File: config.mk
export PLATFORM = sky130hd
export DESIGN_NAME = ilv_addr_gen
export DESIGN_NICKNAME = d
export VERILOG_FILES = /design/src/rtl/ilv_pkg.sv /design/src/rtl/ilv_seq.sv /design/src/rtl/ilv_lane.sv /design/src/rtl/ilv_wdelay.sv /design/src/rtl/ilv_addr_gen.sv
export SDC_FILE = /design/constraint.sdc
export NUM_CORES = 1
export LEC_CHECK = 0
export BUFFER_PORTS_ARGS = -buffer_cell sky130_fd_sc_hd__buf_2
export CAP_MARGIN = 40
export CORE_UTILIZATION = 51
export DETAILED_ROUTE_END_ITERATION = 10
export HOLD_SLACK_MARGIN = 0.12
export PLACE_DENSITY = 0.92
export SLEW_MARGIN = 20
export SYNTH_ARGS = -nofsm -noshare
export SYNTH_HDL_FRONTEND = slang
export SYNTH_SLANG_ARGS = --single-unit
File: constraint.sdc
create_clock -name clk -period 3.7 [get_ports clk]
set_clock_uncertainty 0.15 [all_clocks]
set_input_delay 0.74 -clock clk [delete_from_list [all_inputs] [get_ports clk]]
set_output_delay 0.74 -clock clk [all_outputs]
set_load 0.005 [all_outputs]
File: src/rtl/ilv_pkg.sv
package ilv_pkg;
  // Interleaved-order bank for window p at step t: row reorder then rotation.
  function automatic int unsigned ilv_bank(input int unsigned p, input int unsigned t,
                                           input int unsigned nrow, input int unsigned rmul);
    return ((rmul * p) % nrow + t) % nrow;
  endfunction

  // Interleaved-order offset at step t: column reorder inside each row.
  function automatic int unsigned ilv_off(input int unsigned t, input int unsigned ncol,
                                          input int unsigned cmul, input int unsigned cofs);
    return (cmul * t + cofs) % ncol;
  endfunction
endpackage

File: src/rtl/ilv_seq.sv
module ilv_seq #(
  parameter int unsigned W = 4
) (
  input  logic                 clk,
  input  logic                 rst_n,
  input  logic                 start,
  input  logic                 mode_in,
  output logic                 busy,
  output logic [$clog2(W)-1:0] step,
  output logic                 mode_q,
  output logic                 done
);
  localparam int unsigned CW = $clog2(W);
  localparam logic [CW-1:0] LAST = CW'(W - 1);

  logic accept;
  logic last_step;
  assign accept    = start && !busy;
  assign last_step = busy && (step == LAST);

  always_ff @(posedge clk or negedge rst_n) begin
    if (!rst_n) begin
      busy   <= 1'b0;
      step   <= '0;
      mode_q <= 1'b0;
      done   <= 1'b0;
    end else begin
      done <= last_step;
      if (accept) begin
        busy   <= 1'b1;
        step   <= '0;
        mode_q <= mode_in;
      end else if (last_step) begin
        busy <= 1'b0;
        step <= '0;
      end else if (busy) begin
        step <= step + 1'b1;
      end
    end
  end

  AST_DONE_PULSE: assert property (@(posedge clk) disable iff (!rst_n)
    done |-> !busy && $past(busy)) else $error("done without a finished pass");

  AST_START_IGNORED: assert property (@(posedge clk) disable iff (!rst_n)
    busy && start && !last_step |=> busy && step == $past(step) + 1'b1 && mode_q == $past(mode_q))
    else $error("start disturbed a running pass");
endmodule

File: src/rtl/ilv_lane.sv
module ilv_lane #(
  parameter int unsigned P       = 4,
  parameter int unsigned W       = 4,
  parameter int unsigned IDX     = 0,
  parameter int unsigned ROW_MUL = 1,
  parameter int unsigned COL_MUL = 1,
  parameter int unsigned COL_OFS = 0
) (
  input  logic [$clog2(W)-1:0] step,
  input  logic                 mode_ilv,
  input  logic                 active,
  output logic [$clog2(P)-1:0] bank,
  output logic [$clog2(W)-1:0] off
);
  localparam int unsigned BW = $clog2(P);
  localparam int unsigned OW = $clog2(W);

  logic [BW-1:0] bank_ilv;
  logic [OW-1:0] off_ilv;

  always_comb begin
    bank_ilv = BW'(ilv_pkg::ilv_bank(IDX, 32'(step), P, ROW_MUL));
    off_ilv  = OW'(ilv_pkg::ilv_off(32'(step), W, COL_MUL, COL_OFS));
    if (!active) begin
      bank = '0;
      off  = '0;
    end else if (mode_ilv) begin
      bank = bank_ilv;
      off  = off_ilv;
    end else begin
      bank = BW'(IDX);
      off  = step;
    end
  end
endmodule

File: src/rtl/ilv_wdelay.sv
module ilv_wdelay #(
  parameter int unsigned WIDTH = 8,
  parameter int unsigned LAT   = 3
) (
  input  logic             clk,
  input  logic             rst_n,
  input  logic [WIDTH-1:0] din,
  output logic [WIDTH-1:0] dout
);
  logic [WIDTH-1:0] stage [LAT];

  generate
    for (genvar i = 0; i < LAT; i++) begin : g_stage
      always_ff @(posedge clk or negedge rst_n) begin
        if (!rst_n) stage[i] <= '0;
        else        stage[i] <= (i == 0) ? din : stage[(i == 0) ? 0 : i - 1];
      end
    end
  endgenerate

  assign dout = stage[LAT-1];
endmodule

File: src/rtl/ilv_addr_gen.sv
module ilv_addr_gen #(
  parameter int unsigned N       = 16,
  parameter int unsigned W       = 4,
  parameter int unsigned ROW_MUL = 3,
  parameter int unsigned COL_MUL = 3,
  parameter int unsigned COL_OFS = 1,
  parameter int unsigned LAT     = 3,
  localparam int unsigned P      = N / W,
  localparam int unsigned BW     = $clog2(P),
  localparam int unsigned OW     = $clog2(W)
) (
  input  logic            clk,
  input  logic            rst_n,
  input  logic            start,
  input  logic            mode_ilv,
  output logic            rd_valid,
  output logic [P*BW-1:0] rd_bank,
  output logic [P*OW-1:0] rd_off,
  output logic            wr_valid,
  output logic [P*BW-1:0] wr_bank,
  output logic [P*OW-1:0] wr_off,
  output logic            done
);
  localparam int unsigned DW = 1 + P * BW + P * OW;

  logic          busy;
  logic [OW-1:0] step;
  logic          mode_q;
  logic [BW-1:0] lane_bank [P];
  logic [OW-1:0] lane_off  [P];
  logic [P-1:0]  bank_hits;
  logic [DW-1:0] wr_bus;

  ilv_seq #(.W(W)) u_seq (
    .clk(clk), .rst_n(rst_n), .start(start), .mode_in(mode_ilv),
    .busy(busy), .step(step), .mode_q(mode_q), .done(done)
  );

  generate
    for (genvar p = 0; p < P; p++) begin : g_lane
      ilv_lane #(
        .P(P), .W(W), .IDX(p), .ROW_MUL(ROW_MUL), .COL_MUL(COL_MUL), .COL_OFS(COL_OFS)
      ) u_lane (
        .step(step), .mode_ilv(mode_q), .active(busy),
        .bank(lane_bank[p]), .off(lane_off[p])
      );
      assign rd_bank[p*BW +: BW] = lane_bank[p];
      assign rd_off[p*OW +: OW]  = lane_off[p];

      AST_LINEAR_BANK: assert property (@(posedge clk) disable iff (!rst_n)
        busy && !mode_q |-> lane_bank[p] == BW'(p) && lane_off[p] == step)
        else $error("linear address wrong");

      AST_ROTATE: assert property (@(posedge clk) disable iff (!rst_n)
        busy && mode_q && step != OW'(W - 1) |=>
          lane_bank[p] == BW'((32'($past(lane_bank[p])) + 1) % P))
        else $error("interleaved bank did not rotate");
    end
  endgenerate

  assign rd_valid = busy;

  always_comb begin
    bank_hits = '0;
    for (int p = 0; p < P; p++) bank_hits[lane_bank[p]] = 1'b1;
  end

  AST_BANKS_DISTINCT: assert property (@(posedge clk) disable iff (!rst_n)
    rd_valid |-> &bank_hits) else $error("bank collision");

  AST_IDLE_ZERO: assert property (@(posedge clk) disable iff (!rst_n)
    !rd_valid |-> rd_bank == '0 && rd_off == '0) else $error("idle address not zero");

  ilv_wdelay #(.WIDTH(DW), .LAT(LAT)) u_wdelay (
    .clk(clk), .rst_n(rst_n),
    .din({rd_valid, rd_bank, rd_off}),
    .dout(wr_bus)
  );

  assign {wr_valid, wr_bank, wr_off} = wr_bus;
endmodule

# == After elaboration in Yosys (flattened, before gate mapping) ==
# Cells that the tools add are included.
# W data, S select, Z words.
# totals
regBits,56
input_bits,4
out_inout_bits,35
# classes
addsub,5
mul,1
n_eq_ne,1
n_mux,15
reduce_logical,5
# ops
operator,n
$mux W2,13
$add A2 B1 Y2 const B,2
$add A2 B2 Y2 const A,2
$reduce_bool A3 Y1,1
$add A1 B2 Y2 const A,1
$eq A2 B2 Y1 const B,1
$logic_and A1 B1 Y1,2
$mul A1 B2 Y2 const A,1
$mux W1,2
$reduce_bool A2 Y1,1
$logic_not A1 Y1,1

# == Longest topological paths before layout ==
# Gate-level depths: netlist of the first run.
# logic_depth
ltp_word,4
ltp_mapped,3

# == Modules after synthesis ==
# A second synthesis of the first run with hierarchy kept.
# unflattened
cells_unflattened,105
hier_area_um2,1784.2
# by_module_without_submodules
mod,n_inst,cells_per_inst,area_each_um2,seq_area_each_um2
ilv_wdelay,1,68,1403.8,1276.2
ilv_seq,1,15,198.9,125.1
ilv_lane (g_lane[3].u_lane),1,6,48.8,0.0
ilv_lane (g_lane[1].u_lane),1,6,47.5,0.0
ilv_lane (g_lane[2].u_lane),1,5,46.3,0.0
ilv_lane (g_lane[0].u_lane),1,5,38.8,0.0

# == Least setup slack after synthesis of the first run ==
# No wires, ideal clock.
# synth_timing
kind,reg2out
start,reg u_seq.step[0]
end,out rd_off[2]
arrival_ns,1.020
t_required_ns,2.810
slack_ns,1.790
stages_incl_launch_ff,4
n_path_buf,1
cell_sequence,dfrtp_1 -> ha_1 -> and2_1 -> buf_4
# synth_between
elab_chain_cells,4
# synth_lines
item,line,text
start: declaration,ilv_seq.sv:9,"output logic [$clog2(W)-1:0] step,"
start signal: assignment,ilv_seq.sv:37,step <= step + 1'b1;
$mul A1 B2 Y2,n/a,
$add A2 B1 Y2,n/a,
$mux W2 * (2 in series),n/a,
end: declaration,ilv_addr_gen.sv:18,"output logic [P*OW-1:0] rd_off,"
# Every way passes the cells marked *; elsewhere a longest branch is shown, timed or not.

# == Worst setup path after layout of the first run ==
# layout_timing
start,reg u_seq.step[0]
end,out rd_bank[7]
# layout_between
elab_chain_cells,3
# layout_lines
item,line,text
$add A1 B2 Y2,ilv_pkg.sv:5,return ((rmul * p) % nrow + t) % nrow;
$mux W2,ilv_lane.sv:27,end else if (mode_ilv) begin
$mux W2,ilv_lane.sv:24,if (!active) begin
end: declaration,ilv_addr_gen.sv:17,"output logic [P*BW-1:0] rd_bank,"
# Every way passes these cells.

==> impl_metrics.ini, run 1 <==
[die]
std_cell_rows = 16
die_w_um = 49.5
die_h_um = 49.5
io_pins = 39
design.die.area_um2 = 2450
coreArea_um2 = 2040
initial_core_util = 0.564

[final_layout]
layout_common_cells = buf_2, dfrtp_1, clkbuf_4
multi_input_area_um2 = 153
diodes = 0
seqCellArea_um2 = 801
layout_commonest_cell = buf_2
stdcell_count = 126
syn_to_final_growth_pct = 7.93
fillers = 176
final_net_count = 105
final_layout_size_suffix_gt1_frac = 0.465

[sta]
min_period_over_period = 0.636
setup_violations = 0
fmax_mhz = 425
fin_tns_setup_ps = 0
hold_viol_final = 0
slew_headroom = 0.563
rsz0062_at_grt = false
worst_pin_slew_ps = 655
drv_slew = 0
finalCriticalPeriod_ps = 2350

[clocking]
cts_tree = built
htreeDepth = 2
clkSinkCount = 32
clockBufferDepth = 2
clk_latency_ps = 320
ctsRootBufferMaster = clkbuf_4
cts_setup_buffers = 0
numCtsBuffers = 5
clk_pin_slew_ps = 90
cts_hold_buffers = 0
cts_resized = 0

[pwr]
total_power_w = 0.00116
leakagePower_nw = 0.665
powerDensity_nw_per_um2 = 934
peakVddDrop_v = 0.000513

[routing]
viasPerCell = 4.46
ant_nets = 0
drt_iter0_markers = 2
dr.pass1.iters = 4
wirelength_um = 1360
vias = 562
routedWlPerCell_um = 10.8
drc = 0

[setup_path]
cp_cell_sequence = ha_1, inv_1, a21boi_1, buf_2
arrival_ps = 1460
critical_path.max_stage_delay_ps = 430
cp_max_fo = 5
cp-startpoint = u_seq.step[0]
crit_buf_inv = 2
path_class = flip-flop to output pin
cp-endpoint = rd_bank[7]
critPathTopFamily = flip-flops
worst_r2r_path_depth = 2
timing.rr.start = u_seq.busy
r2r-end = u_seq.mode_q
r2r_slack_ps = 2430
critPathSlowestCell = dfrtp_1
cp.depth = 4
start_kind = flip-flop
crit_required_ps = 2810
crit_path_end_kind = output pin

[outcome]
outcome = completed

[global_routing]
grt_usage = 0.133
grt_overflow = 0
grt_pass1_wl_um = 2250
grt_pass1_vias = 519
grt_max_degree = 33
antenna_found_initial = 0

[placement]
portBuffers = 38
place_inst = 118
gp_congestion = 0.704

[logic_synthesis]
ys_ff_latch = 32
ys_warn_count = 0
yosysSeqAreaShare = 0.695
netlist_area_um2 = 1150
synthCells = 78
synth.distinct_cells = 15
syn_area_per_cell_um2 = 14.8
synth_nets = 85

[job]
drv_cap = 0

[min_path]
holdCritPathClass = flip-flop to flip-flop
==> state kept, by name (all words and copies together), names as in the netlist <==
signal and cells:
u_wdelay.stage 18, u_seq.step 2, u_seq.done 1, u_seq.mode_q 1
u_wdelay.dout 9, u_seq.busy 1
==> metrics by stage <==
stage          worst slack (ps)  hold WS [ps]  utilization  instance area (um^2)
6_report                   1350           201        0.609                  1240
5_1_grt                    1230           219        0.609                  1240
4_1_cts                    1310           204        0.609                  1240
3_5_place_dp               1690           185        0.580                  1180
3_3_place_gp               1750           182        0.580                  1180
2_1_floorplan              1790           181            -                  1150
==> cell type report <==
class / instances / area share
sequential: 32 / 0.644
timing repair buffer: 38 / 0.153
multi-input combinational: 19 / 0.123
clock buffer: 8 / 0.0473
tap: 27 / 0.0272
inverter: 2 / 0.00604
==> where the power goes <==
part | internal, W | leakage (nW) | total [W] | switching, W
clock network | 0.0000936 | 0.0326 | 0.000195 | 0.000101
registers | 0.000500 | 0.382 | 0.000574 | 0.0000736
logic | 0.000212 | 0.250 | 0.000392 | 0.000180
total | 0.000806 | 0.665 | 0.00116 | 0.000355
==> per-layer routing <==
metal  vias to the layer above  global-route usage  share of wire
met3                         4              0.0463          0.086
met2                        32               0.230           0.53
met1                       263               0.127           0.37
li1                        263                   -              -
met4                         0               0.100          0.015
met5                         -                   0              0
==> synthesized netlist by cell type <==
library cell	n	area share
inv_1	2	0.0065
and3_1	2	0.011
and2_1	3	0.016
nor3b_1	1	0.0065
nor2_1	2	0.0065
a21o_1	1	0.0065
buf_4	24	0.16
a32o_1	1	0.0087
buf_6	1	0.0098
ha_1	3	0.033
mux2_4	1	0.013
dfrtp_1	32	0.69
a21boi_1	2	0.013
nor2b_1	2	0.011
and2_4	1	0.0076
==> kinds of logic after synthesis <==
| kind of cell | share of synthesized area |
|---|---|
| AND/OR/NAND/NOR | 0.0586 |
| buffers and inverters | 0.173 |
| multiplexers | 0.0130 |
| flip-flops | 0.695 |
| AO/OA/AOI/OAI | 0.0282 |
| adder cells (fa/ha/maj) | 0.0326 |
==> how the worst min path moves through the flow <==
stage | startpoint | end | slack [ps] | depth (start not counted)
floorplan | u_wdelay.stage[28] | u_wdelay.dout[11] | 180 | 0
global placement | u_wdelay.stage[29] | u_wdelay.dout[12] | 180 | 0
detailed placement | u_wdelay.stage[30] | u_wdelay.dout[13] | 180 | 0
CTS | u_wdelay.stage[30] | u_wdelay.dout[13] | 200 | 0
global route | u_wdelay.stage[43] | u_wdelay.stage[26] | 220 | 0
finish | u_wdelay.stage[22] | u_wdelay.dout[3] | 200 | 0
Power figures use the tool's default switching activity.
==> inputs of run 2 (changes only) <==
ABC_AREA = 1   (was not set)
CORE_UTILIZATION = 48   (was 51)
PLACE_DENSITY = 0.88   (was 0.92)
clock period = 2.2 ns   (was 3.7 ns; I/O delays follow)
==> run 2 against run 1 <==
- synthesized cell count increased by 14%
- sequential power increased by 65%
- first-iteration DRC count rose to 3.5 times the previous value
- highest routed layer unchanged
- sequential share of layout area shrank 2.2 points
- final cell count is 10% higher
==> impl_metrics.ini, run 2 <==
[logic_synthesis]
ys_ff_latch = 32
async_flop_share = 1.00
yosys.area.top_type_share = 0.686
synth_edf_count = 0
netlist_area_um2 = 1170
synthCells = 89
ys_top_cells_by_area = dfrtp_1, buf_4, ha_1
synth_most_common_cell = dfrtp_1
ys_warn_count = 0
yosysSeqAreaShare = 0.686
yosysTopAreaCell = dfrtp_1
synth_common_cells = dfrtp_1, buf_4, nand2_1, nor2_1, inv_1
synth.distinct_cells = 14
yosys_most_used_dff = dfrtp_1
syn_area_per_cell_um2 = 13.1
synth_nets = 96

[clocking]
cts_tree = built
numCtsBuffers = 5
ctsRootBufferMaster = clkbuf_4
clkSinkCount = 32
htreeDepth = 2
clk_pin_slew_ps = 100
clockBufferDepth = 2
cts_resized = 0
cts_setup_buffers = 0
clk_latency_ps = 330

[setup_path]
crit_path_end_kind = output pin
timing.rr.start = u_seq.step[0]
crit_required_ps = 1610
cp_cell_sequence = ha_1, nor3_2, buf_2
critPathSlowestCell = dfrtp_1
arrival_ps = 1490
start_kind = flip-flop
critical_path.max_stage_delay_ps = 440
path_class = flip-flop to output pin
cp_max_fo = 5
cp-startpoint = u_seq.step[0]

[placement]
dp_hpwl_um = 1060
portBuffers = 38
gp_congestion = 0.761
dp_slack_ps = 492
place_area_um2 = 1200

[pwr]
powerDensity_nw_per_um2 = 1550
p_int_w = 0.00136
net-switching-power_w = 0.000629
p_seq_frac = 0.476
peakVddDrop_v = 0.00104
p_clk_frac = 0.212
p_comb_frac = 0.312
p_sw_frac = 0.316
leakagePower_nw = 0.708

[job]
drv_cap = 0

[routing]
dr.pass1.iters = 4
ant_nets = 0
top_layer = met4
wirelength_um = 1530
drt_iter0_markers = 7
wl_met1_um = 581
wl_met3_um = 157
viasPerCell = 4.40
routedWlPerCell_um = 11.0
vias = 611
drc = 0
dr_wl_met2_um = 765

[global_routing]
grt_max_degree = 33
grt_overflow = 0
antenna_found_initial = 0
grt_usage = 0.139
grt_pass1_wl_um = 2420
grt_pass1_vias = 536

[die]
design.die.area_um2 = 2630
std_cell_rows = 17
coreArea_um2 = 2250
initial_core_util = 0.518
die_w_um = 51.3
die_h_um = 51.3
io_pins = 39

[final_layout]
layout_commonest_cell = buf_2
largest_reg_flops = 18
top_register = u_wdelay.stage
diodes = 0
utilization = 0.571
final_net_count = 117
syn_to_final_growth_pct = 10.3
fillers = 199
design_area_um2 = 1290
final_layout_size_suffix_gt1_frac = 0.459
layout_common_cells = buf_2, dfrtp_1, nand2_1

[sta]
rsz0062_at_grt = false
finalCriticalPeriod_ps = 2080
worst_pin_slew_ps = 650
min_period_over_period = 0.945
setup_violations = 0
timing.final.ws_setup_ps = 120
fmax_mhz = 481
fin_tns_setup_ps = 0
drv_slew = 0
hold_viol_final = 0
slew_headroom = 0.567

[outcome]
outcome = completed

[min_path]
min_from = mode_ilv
holdCritPathClass = input port to flip-flop
run 2: changes by cell type in the layout (fill, tap and decap cells not counted), moves of 2 or more:
| cell | previous run | this run |
|---|---|---|
| and2_1 | 3 | 0 |
| and3_1 | 2 | 0 |
| a21boi_1 | 2 | 0 |
| nor2_2 | 0 | 2 |
| nor2b_1 | 2 | 0 |
| nor2_1 | 2 | 7 |
| inv_1 | 2 | 5 |
| nand2_1 | 0 | 9 |
run 2: power groups by stage:
stage / Clock [W] / Sequential (W) / Combinational (W)
final: 0.000423 / 0.000947 / 0.000621
after global routing: 0.000467 / 0.000978 / 0.000699
after CTS: 0.000437 / 0.000952 / 0.000635
after detailed placement: 0 / 0.000963 / 0.000624
after global placement: 0 / 0.000939 / 0.000614
after floorplan: 0 / 0.000925 / 0.000595
run 2: critical path, delay by kind of cell, from the launching register on:
family / cells / cell delay, ps
adder cells (fa/ha/maj): 1 / 360
buffers and inverters: 1 / 140
flip-flops: 1 / 440
AND/OR/NAND/NOR: 1 / 210
run 2: worst paths after layout:
kind,endpoint,slack (ps),cells past startpoint
min reg2reg,u_wdelay.stage[32],200,0
max in group asynchronous,u_wdelay.stage[45],950,2
max,rd_bank[3],120,3
min,u_seq.mode_q,200,3
max reg2reg,u_wdelay.stage[45],940,2
min in group asynchronous,u_wdelay.stage[47],520,2
run 2: timing repair:
| action | 4_1_cts | 5_1_grt |
|---|---|---|
| endpoints found under the hold margin | 32 | 0 |
| setup endpoints to repair | 0 | 0 |
| hold buffers | 1 | 0 |
run 2: cell families (layout without fill, tap and decap cells):
logic type	Yosys count	count (layout)	synth area share
AND/OR/NAND/NOR	21	21	0.0847
buffers and inverters	31	53	0.185
flip-flops	32	32	0.686
adder cells (fa/ha/maj)	3	3	0.0322
AO/OA/AOI/OAI	2	2	0.0118
run 2: cell type report:
cell class | count | area (um^2) | area share
inverters | 6 | 25.0 | 0.0194
repair buffers | 39 | 200 | 0.155
well taps | 28 | 35.0 | 0.0272
flip-flops and latches | 32 | 801 | 0.622
clock inverters | 2 | 35.0 | 0.0272
clock buffers | 6 | 41.3 | 0.0321
multi-input cells | 26 | 150 | 0.117
run 2: routing by layer:
metal | up-vias | global-route usage
met5 | - | 0
met4 | 0 | 0.0811
met3 | 3 | 0.0863
met2 | 36 | 0.215
met1 | 287 | 0.143
li1 | 285 | -
run 2: through the flow:
step                      total power (W)  hold slack [ps]  instances
after floorplan                   0.00152            -5.59         89
after global placement            0.00155              182        130
after detailed placement          0.00159              185        130
after CTS                         0.00202              190        139
after global routing              0.00214              196        139
final                             0.00199              196        139
==> inputs of run 3 (changes only) <==
GPL_TIMING_DRIVEN = 0   (was not set)
==> run 3 against run 2 <==
- clock-buffer cell count is 2 higher
- utilization is 7.7 points higher
- final area is 14% higher
- critical endpoint unchanged
- first-iteration DRC count is 71% higher
==> impl_metrics.ini, run 3 (synthesis gave the netlist of run 2 again) <==
[final_layout]
layout_commonest_cell = buf_2
final_layout_size_suffix_gt1_frac = 0.551
layout_common_cells = buf_2, dfrtp_1, buf_4
top_register = u_wdelay.stage
multi_input_area_um2 = 150
diodes = 0
syn_to_final_growth_pct = 25.2
fillers = 180
seqCellArea_um2 = 801
largest_reg_flops = 18
design_area_um2 = 1460
final_net_count = 142

[min_path]
whs_path_depth = 0
min_from = u_wdelay.stage[31]
holdCritPathClass = flip-flop to flip-flop
min_to = u_wdelay.dout[14]

[setup_path]
crit_path_end_kind = output pin
start_kind = flip-flop
path_class = flip-flop to output pin
crit_required_ps = 1610
arrival_ps = 1480
critical_path.max_stage_delay_ps = 450
cp_cell_sequence = ha_1, nor3_2, buf_2
cp_max_fo = 5
r2r_slack_ps = 950
timing.rr.start = u_seq.step[0]
worst_r2r_path_depth = 2
critPathSlowestCell = dfrtp_1
r2r-end = u_wdelay.stage[45]

[job]
drv_cap = 0

[pwr]
net-switching-power_w = 0.000673
peakVddDrop_v = 0.000965
p_comb_frac = 0.429
powerDensity_nw_per_um2 = 1520
p_seq_frac = 0.425
leakagePower_nw = 0.824
total_power_w = 0.00222
p_sw_frac = 0.304
p_clk_frac = 0.146
p_int_w = 0.00154

[clocking]
cts_tree = built
clk_latency_ps = 320
clkSinkCount = 32
cts_setup_buffers = 0
clockBufferDepth = 2
cts_resized = 0
htreeDepth = 2
clk_pin_slew_ps = 90
ctsRootBufferMaster = clkbuf_4
cts_hold_buffers = 1
numCtsBuffers = 5

[routing]
vias = 711
viasPerCell = 4.34
wirelength_um = 1620
routedWlPerCell_um = 9.88
drc = 0
drt_iter0_markers = 12
ant_nets = 0
dr.pass1.iters = 4

[sta]
rsz0062_at_grt = false
fmax_mhz = 483
min_period_over_period = 0.941
finalCriticalPeriod_ps = 2070
setup_violations = 0
drv_slew = 0
worst_pin_slew_ps = 641
slew_headroom = 0.573
fin_tns_setup_ps = 0
hold_viol_final = 0

[global_routing]
grt_pass1_vias = 661
grt_util_met2 = 0.274
met1_usage = 0.137
grt_usage = 0.151
top_usage_layer = met2
use_met3 = 0.0536
grt_max_degree = 33
grt_overflow = 0
grt_pass1_wl_um = 2640
antenna_found_initial = 0

[placement]
portBuffers = 38
gp_congestion = 0.768
dp_hpwl_um = 1250
place_area_um2 = 1390

[die]
coreArea_um2 = 2250
die_w_um = 51.3
die_h_um = 51.3
std_cell_rows = 17
initial_core_util = 0.518
io_pins = 39
design.die.area_um2 = 2630

[outcome]
outcome = completed
==> run 3: changes by cell type in the layout (fill, tap and decap cells not counted) <==
cell       change
buf_6          +1
clkbuf_8       +1
clkinv_2       -1
buf_4         +24
clkbuf_1       +1
bufinv_16      -1
==> run 3: power groups by stage <==
stage / clock [W] / sequential, W / combinational, W
after global routing: 0.000369 / 0.000973 / 0.00105
after floorplan: 0 / 0.000925 / 0.000595
after CTS: 0.000338 / 0.000946 / 0.000967
after global placement: 0 / 0.000930 / 0.000924
final: 0.000324 / 0.000941 / 0.000951
after detailed placement: 0 / 0.000958 / 0.000961
==> run 3: worst max-delay path: cells and delay by family (launching register included) <==
kind | cells | cell delay [ps]
adders and majority gates | 1 | 360
and+or+nand+nor | 1 | 210
buffers and inverters | 1 | 140
DFF | 1 | 450
==> run 3: how the worst max path moves through the flow <==
stage	from	to	cells after the start
floorplan	u_seq.step[0]	rd_off[2]	4
global placement	u_seq.step[0]	rd_bank[3]	3
detailed placement	u_seq.step[0]	rd_bank[3]	3
CTS	u_seq.step[0]	rd_bank[3]	3
global route	u_seq.step[0]	rd_bank[3]	3
finish	u_seq.step[0]	rd_bank[3]	3
==> run 3: layout make-up <==
type	instances	share of cell area
inverters	6	0.0171
plain buffers	25	0.131
well taps	28	0.0240
flip-flops and latches	32	0.548
multi-input cells	26	0.103
clock buffers	8	0.0402
repair buffers	39	0.137
==> run 3: metal layers <==
metal  wire length [um]  vias to the layer above  share of wire
li1                   -                      337              -
met1                536                      330           0.33
met2                900                       38           0.56
met3                130                        6          0.080
met4                 53                        0          0.033
met5                  0                        -              0
==> run 3: through the flow <==
step                setup WS (ps)  hold slack (ps)   util  instances
detailed placement            485              185  0.618        155
CTS                           118              205  0.648        164
global route                 56.7              214  0.648        164
floorplan                     654            -5.59      -         89
finish                        131              201  0.648        164
global placement              502              181  0.618        155
